$ cat config.mk
export PLATFORM = sky130hd
export DESIGN_NAME = edge_window_counter
export DESIGN_NICKNAME = d
export VERILOG_FILES = /design/src/rtl/ewc_pkg.sv /design/src/rtl/ewc_rise_detect.sv /design/src/rtl/ewc_win_timer.sv /design/src/rtl/ewc_sat_counter.sv /design/src/rtl/ewc_ctrl.sv /design/src/rtl/edge_window_counter.sv
export SDC_FILE = /design/constraint.sdc
export NUM_CORES = 1
export LEC_CHECK = 0
export BUFFER_PORTS_ARGS = -buffer_cell sky130_fd_sc_hd__clkbuf_2
export CORE_AREA = 2 2 68 70
export DETAILED_ROUTE_END_ITERATION = 16
export DIE_AREA = 0 0 70 72
export GPL_ROUTABILITY_DRIVEN = 1
export PLACE_DENSITY = 0.8
export SLEW_MARGIN = 30
export SYNTH_ARGS = -nofsm -noshare
export SYNTH_HDL_FRONTEND = slang
export SYNTH_SLANG_ARGS = --single-unit
$ cat constraint.sdc
create_clock -name clk -period 5.9 [get_ports clk]
set_clock_uncertainty 0.1 [all_clocks]
set_input_delay 0.885 -clock clk [delete_from_list [all_inputs] [get_ports clk]]
set_output_delay 0.885 -clock clk [all_outputs]
set_load 0.1 [all_outputs]
$ cat src/rtl/ewc_pkg.sv
package ewc_pkg;
  typedef enum logic [1:0] {
    ST_IDLE  = 2'd0,
    ST_RUN   = 2'd1,
    ST_HOLD  = 2'd2,
    ST_BLOCK = 2'd3
  } ewc_state_t;
endpackage

$ cat src/rtl/ewc_rise_detect.sv
module ewc_rise_detect (
  input  logic clk,
  input  logic rst,
  input  logic sig_in,
  output logic rise
);
  logic sig_d;

  always_ff @(posedge clk) begin
    if (rst) sig_d <= 1'b0;
    else     sig_d <= sig_in;
  end

  assign rise = sig_in & ~sig_d;
endmodule

$ cat src/rtl/ewc_win_timer.sv
module ewc_win_timer #(
  parameter int NARROW_LOG2 = 19,
  parameter int WIDE_LOG2   = 21
) (
  input  logic clk,
  input  logic rst,
  input  logic clear,
  input  logic wide_in,
  input  logic run,
  output logic last
);
  localparam int TW = (WIDE_LOG2 > NARROW_LOG2) ? WIDE_LOG2 : NARROW_LOG2;
  localparam logic [TW-1:0] NAR_LAST  = TW'((64'd1 << NARROW_LOG2) - 64'd1);
  localparam logic [TW-1:0] WIDE_LAST = TW'((64'd1 << WIDE_LOG2) - 64'd1);

  logic [TW-1:0] tmr;
  logic          wide_q;

  always_ff @(posedge clk) begin
    if (rst) begin
      tmr    <= '0;
      wide_q <= 1'b0;
    end else if (clear) begin
      tmr    <= '0;
      wide_q <= wide_in;
    end else if (run) begin
      tmr <= tmr + 1'b1;
    end
  end

  assign last = run && (tmr == (wide_q ? WIDE_LAST : NAR_LAST));
endmodule

$ cat src/rtl/ewc_sat_counter.sv
module ewc_sat_counter #(
  parameter int CNT_W = 24
) (
  input  logic             clk,
  input  logic             rst,
  input  logic             preset,
  input  logic             zero,
  input  logic             inc,
  output logic [CNT_W-1:0] count
);
  localparam logic [CNT_W-1:0] ALL_ONES = {CNT_W{1'b1}};

  always_ff @(posedge clk) begin
    if (rst)                           count <= ALL_ONES;
    else if (preset)                   count <= ALL_ONES;
    else if (zero)                     count <= '0;
    else if (inc && count != ALL_ONES) count <= count + 1'b1;
  end
endmodule

$ cat src/rtl/ewc_ctrl.sv
module ewc_ctrl
  import ewc_pkg::*;
(
  input  logic clk,
  input  logic rst,
  input  logic sample_en,
  input  logic conv_busy,
  input  logic standby,
  input  logic win_last,
  input  logic rise,
  output logic tmr_clear,
  output logic tmr_run,
  output logic cnt_preset,
  output logic cnt_zero,
  output logic cnt_inc,
  output logic done_q
);
  ewc_state_t state, nxt;

  always_comb begin
    nxt        = state;
    tmr_clear  = 1'b0;
    tmr_run    = 1'b0;
    cnt_preset = 1'b0;
    cnt_zero   = 1'b0;
    cnt_inc    = 1'b0;
    unique case (state)
      ST_IDLE: begin
        if (sample_en && !conv_busy && !standby) begin
          nxt       = ST_RUN;
          cnt_zero  = 1'b1;
          tmr_clear = 1'b1;
        end else begin
          cnt_preset = 1'b1;
          if (sample_en) nxt = ST_BLOCK;
        end
      end
      ST_RUN: begin
        tmr_run = 1'b1;
        if (!sample_en || standby) begin
          cnt_preset = 1'b1;
          nxt        = sample_en ? ST_BLOCK : ST_IDLE;
        end else begin
          cnt_inc = rise;
          if (win_last) nxt = ST_HOLD;
        end
      end
      ST_HOLD: begin
        if (!sample_en) begin
          cnt_preset = 1'b1;
          nxt        = ST_IDLE;
        end
      end
      default: begin
        cnt_preset = 1'b1;
        if (!sample_en) nxt = ST_IDLE;
      end
    endcase
  end

  always_ff @(posedge clk) begin
    if (rst) begin
      state  <= ST_IDLE;
      done_q <= 1'b0;
    end else begin
      state  <= nxt;
      done_q <= (nxt == ST_HOLD);
    end
  end
endmodule

$ cat src/rtl/edge_window_counter.sv
module edge_window_counter #(
  parameter int CNT_W       = 24,
  parameter int NARROW_LOG2 = 19,
  parameter int WIDE_LOG2   = 21
) (
  input  logic             clk,
  input  logic             rst,
  input  logic             sample_en,
  input  logic             wide_sel,
  input  logic             conv_busy,
  input  logic             standby,
  input  logic             sig_in,
  output logic [CNT_W-1:0] count_q,
  output logic             done
);
  logic rise, win_last, tmr_clear, tmr_run;
  logic cnt_preset, cnt_zero, cnt_inc;

  ewc_rise_detect u_rise (
    .clk    (clk),
    .rst    (rst),
    .sig_in (sig_in),
    .rise   (rise)
  );

  ewc_win_timer #(
    .NARROW_LOG2 (NARROW_LOG2),
    .WIDE_LOG2   (WIDE_LOG2)
  ) u_timer (
    .clk     (clk),
    .rst     (rst),
    .clear   (tmr_clear),
    .wide_in (wide_sel),
    .run     (tmr_run),
    .last    (win_last)
  );

  ewc_ctrl u_ctrl (
    .clk        (clk),
    .rst        (rst),
    .sample_en  (sample_en),
    .conv_busy  (conv_busy),
    .standby    (standby),
    .win_last   (win_last),
    .rise       (rise),
    .tmr_clear  (tmr_clear),
    .tmr_run    (tmr_run),
    .cnt_preset (cnt_preset),
    .cnt_zero   (cnt_zero),
    .cnt_inc    (cnt_inc),
    .done_q     (done)
  );

  ewc_sat_counter #(
    .CNT_W (CNT_W)
  ) u_count (
    .clk    (clk),
    .rst    (rst),
    .preset (cnt_preset),
    .zero   (cnt_zero),
    .inc    (cnt_inc),
    .count  (count_q)
  );
endmodule

==> impl_summary.md <==
Clocking
Clock-pin slew was measured on the worst setup and hold paths at 90 ps. The maximum root-to-sink buffer count is 2. The root buffer cell chosen for the clock tree is sky130_fd_sc_hd__clkbuf_8. After clock tree synthesis, the setup repair step added 0 buffers. The number of clock buffers added by TritonCTS is 5. Post-CTS repair changed the size of 0 cells.

The insertion delay to the later sink of the worst-skew pair is 300 ps. TritonCTS built the clock tree. In this run the number of H-tree levels came out at 2. For this design, the CTS-stage hold fixing added 0 buffers.

Clock tree synthesis found a total of 50 sinks.

Floorplanning
Measured along the y axis, the die boundary spans 72 microns. Measured along the x axis, the die boundary spans 70 microns. The top-level I/O count is 32.

After floorplanning, the core was sized to cover 0.00426 sq mm. The starting density of the core is 58.7%. The standard-cell row count is 24.

The die area is 0.00504 sq mm.

Finish
Once layout is complete, the cells apart from fillers number 372. The count of inserted antenna diode cells is 0. The filler cells instantiated in the layout total 355. The layout overhead on the synthesized area is 12.4%. The net count reported at finish is 328. In the final layout, the share of cells above drive strength 1 is 17.2%.

Power
IR analysis of the VDD net gives a maximum drop of 191 uV. The power density over the cells is 229 mW/mm^2. The leakage power figure is 1.12 nW.

Critical path
The kind of launch point of the worst setup path is a flop. The required time of the critical path is 6050 ps. The maximum fanout encountered on the critical timing path is 13.

The worst setup path startpoint is u_count.count[0]$_SDFFE_PP1P_. The worst register-to-register path begins at u_count.count[0]$_SDFFE_PP1P_. The critical path is of the flop to flop type.

For the worst flop-to-flop path, the logic depth is 6. The worst register-to-register path has a setup slack of 3230 ps. The signal on the critical path passes through ha_1, nand3_1, nor4_4, a21oi_2, a311o_1, nand2_1.

On the worst path, the slowest cell contributes a delay of 760 ps. The worst setup path is captured at a flop. STA puts the critical path data arrival time at 2810 ps. The slowest stage of the critical path belongs to the cell sky130_fd_sc_hd__nor4_4.

Synthesis
The number of cells produced by synthesis is 289. The Yosys warning count is 0. Of all flip-flops after synthesis, the portion carrying an async set or reset was 0%. The portion of synthesized cell area occupied by the leading cell type is 40.0%.

The cell accounting for the most synthesized area is sky130_fd_sc_hd__dfxtp_1. Yosys attributes the largest share of cell area to sky130_fd_sc_hd__dfxtp_1 40%, sky130_fd_sc_hd__xnor2_1 7.0%, sky130_fd_sc_hd__xor2_1 4.9%. In this run the mean area of a mapped cell was 8.67 sq um. Summing every instance area after synthesis gives 0.00250 sq mm. After synthesis, the netlist uses 50 different library cells. The commonest cells after synthesis are 50 x sky130_fd_sc_hd__dfxtp_1, 28 x sky130_fd_sc_hd__nor2_1, 27 x sky130_fd_sc_hd__nand2_1. The synthesized design contains 50 register bits.

The net count of the mapped netlist is 298. In the post-synthesis netlist, the cell with the most instances is sky130_fd_sc_hd__dfxtp_1. In the synthesized netlist the dominant register cell turns out to be sky130_fd_sc_hd__dfxtp_1.

The part of the Yosys area used for sequential elements is 40.0%. The number of enable flip-flop cells after synthesis is 0.

Routing
The via count is 2168. Dividing the detail-routed wire length by the instance count gives 14.4 microns. The number of remaining DRC errors is 0. The detailed router finished its first iteration with 93 violations. Summed over all layers, the routed wires come to 5360 microns.

The number of routed nets with antenna violations is 0. Dividing the detail-routed via count by the number of cells gives 5.83. The detailed-routing iteration count for the pre-antenna-repair pass is 4.

Placed design
The congestion estimate from routability-driven global placement came to 0.830. The detailed placer's ending HPWL is 3730 microns. The placement-stage worst setup slack is 3170 ps. In this run the tool buffered the top-level ports with 31 buffer cells. Counting tap cells, the placed design contains a total of 364 instances.

STA
The final max-slew violation count is 0. After layout, the worst path uses 45.2% of the clock period. The final-report hold violation count came to 0. The timing-limited maximum frequency is 375 MHz. Final hold analysis gives a worst-case slack of 374 ps. The final-layout setup total negative slack is 0 ps. Setup repair after global routing left no endpoint under its margin. After layout, the worst setup slack is 3230 ps. The smallest clock period supported by the final layout is computed as 2670 ps.

The remaining max-slew budget at the tightest pin is 47.4%. The total of endpoints with negative setup slack in the final report is 0. For the pin with the worst max-slew slack, the measured transition is 783 ps.

Global routing
The maximum number of pins on one net before global-route repair is 26. The global-route usage over all layers is 22.5%. The fraction of met3 tracks used by global routing is 4.31%. The total overflow reported by the global router is 0. For this run, global-route usage on met2 was measured as 38.5%. The number of global-route vias before repair is 2048. The wire length of the first global-routing pass is 9270 microns. The met1 layer usage reported by global route is 28.1%. The initial antenna violation count is 0. The layer flagged by global routing as most heavily used is met2.

Hold path
In this run the most critical hold path is launched from u_timer.wide_q$_SDFFE_PP0P_. The type of the most critical hold path is flop to flop. The worst hold path was traced through 2 stages.

Run status
The flow ran to the end, and the final reports show no timing, DRC or antenna violations.

Job
The count of max-cap constraint violations is 0.
==> cell usage in the layout, fill, tap and decap left out, types with 2 or more instances in the layout <==
cell / instances
sky130_fd_sc_hd__and4_1: 5
sky130_fd_sc_hd__dfxtp_1: 50
sky130_fd_sc_hd__o21ai_0: 12
sky130_fd_sc_hd__nand4b_1: 2
sky130_fd_sc_hd__buf_4: 2
sky130_fd_sc_hd__nand3_1: 20
sky130_fd_sc_hd__or3_1: 5
sky130_fd_sc_hd__nand4_1: 15
sky130_fd_sc_hd__and2_1: 3
sky130_fd_sc_hd__o21ai_1: 8
sky130_fd_sc_hd__xnor2_1: 20
sky130_fd_sc_hd__xor2_1: 14
sky130_fd_sc_hd__nand2b_1: 6
sky130_fd_sc_hd__nor4_1: 6
sky130_fd_sc_hd__ha_1: 2
sky130_fd_sc_hd__nor2b_1: 2
sky130_fd_sc_hd__a211oi_1: 3
sky130_fd_sc_hd__clkbuf_2: 31
sky130_fd_sc_hd__nor4_4: 2
sky130_fd_sc_hd__nor3_1: 5
sky130_fd_sc_hd__nand2_1: 27
sky130_fd_sc_hd__a21oi_1: 9
sky130_fd_sc_hd__and3_1: 5
sky130_fd_sc_hd__nor4_2: 2
sky130_fd_sc_hd__nor2_1: 28
sky130_fd_sc_hd__nand4_2: 2
sky130_fd_sc_hd__clkbuf_8: 5
sky130_fd_sc_hd__inv_1: 3
sky130_fd_sc_hd__a2111oi_2: 2
==> where the power goes <==
part / internal [W] / total, W / switching, W
registers: 0.000341 / 0.000346 / 0.00000486
logic: 0.0000168 / 0.0000592 / 0.0000424
clock network: 0.000127 / 0.000240 / 0.000113
total: 0.000485 / 0.000645 / 0.000160
==> cells by family after synthesis <==
family                   after synthesis  synth area share (%)
AND/OR/NAND/NOR                      144                  32.8
flip-flops                            50                  40.0
AO/OA/AOI/OAI                         44                  11.2
XOR/XNOR                              34                  11.9
buffers and inverters                 13                  2.30
multiplexers                           2                 0.849
adder cells (fa/ha/maj)                2                 0.999
==> critical path, delay by kind of cell, from the launching register on <==
kind	cells	cell delay [ps]
compound gates	2	650
fa+ha+maj	1	260
flops	1	460
simple gates	3	1140
==> registers in the layout, indices dropped and copies added, names as in the netlist <==
name	count
u_count.count	24
u_ctrl.done_q	1
u_ctrl.state	2
u_rise.sig_d	1
u_timer.tmr	21
u_timer.wide_q	1
==> layout make-up <==
| class | count | area, sq um | area share [%] |
|---|---|---|---|
| multi-input cells | 226 | 1460 | 51.7 |
| repair buffers | 33 | 170 | 6.04 |
| clock buffers | 5 | 68.8 | 2.44 |
| well taps | 52 | 65.1 | 2.31 |
| clock inverters | 3 | 43.8 | 1.56 |
| flip-flops and latches | 50 | 1000 | 35.6 |
| inverters | 3 | 11.3 | 0.400 |
==> through the flow <==
step           utilization, %  total power, W  cell area (sq um)
6_report                 66.0        0.000645               2820
5_1_grt                  66.0        0.000673               2820
4_1_cts                  66.0        0.000654               2820
3_5_place_dp             63.4        0.000412               2700
3_3_place_gp             63.4        0.000412               2700
2_1_floorplan               -        0.000399               2500
==> worst paths after layout <==
path	end
setup reg to reg	u_count.count[2]$_SDFFE_PP1P_
hold reg to reg	u_timer.wide_q$_SDFFE_PP0P_
hold / removal	u_timer.wide_q$_SDFFE_PP0P_
setup / recovery	u_count.count[2]$_SDFFE_PP1P_
==> metal layers <==
layer | routed length [microns] | vias to the layer above | share of wire (%)
met5 | 0 | - | 0
met4 | 88 | 0 | 1.6
met3 | 249 | 9 | 4.6
met2 | 2700 | 53 | 50
met1 | 2320 | 999 | 43
li1 | - | 1107 | -
(Power assumes the default switching activity.)
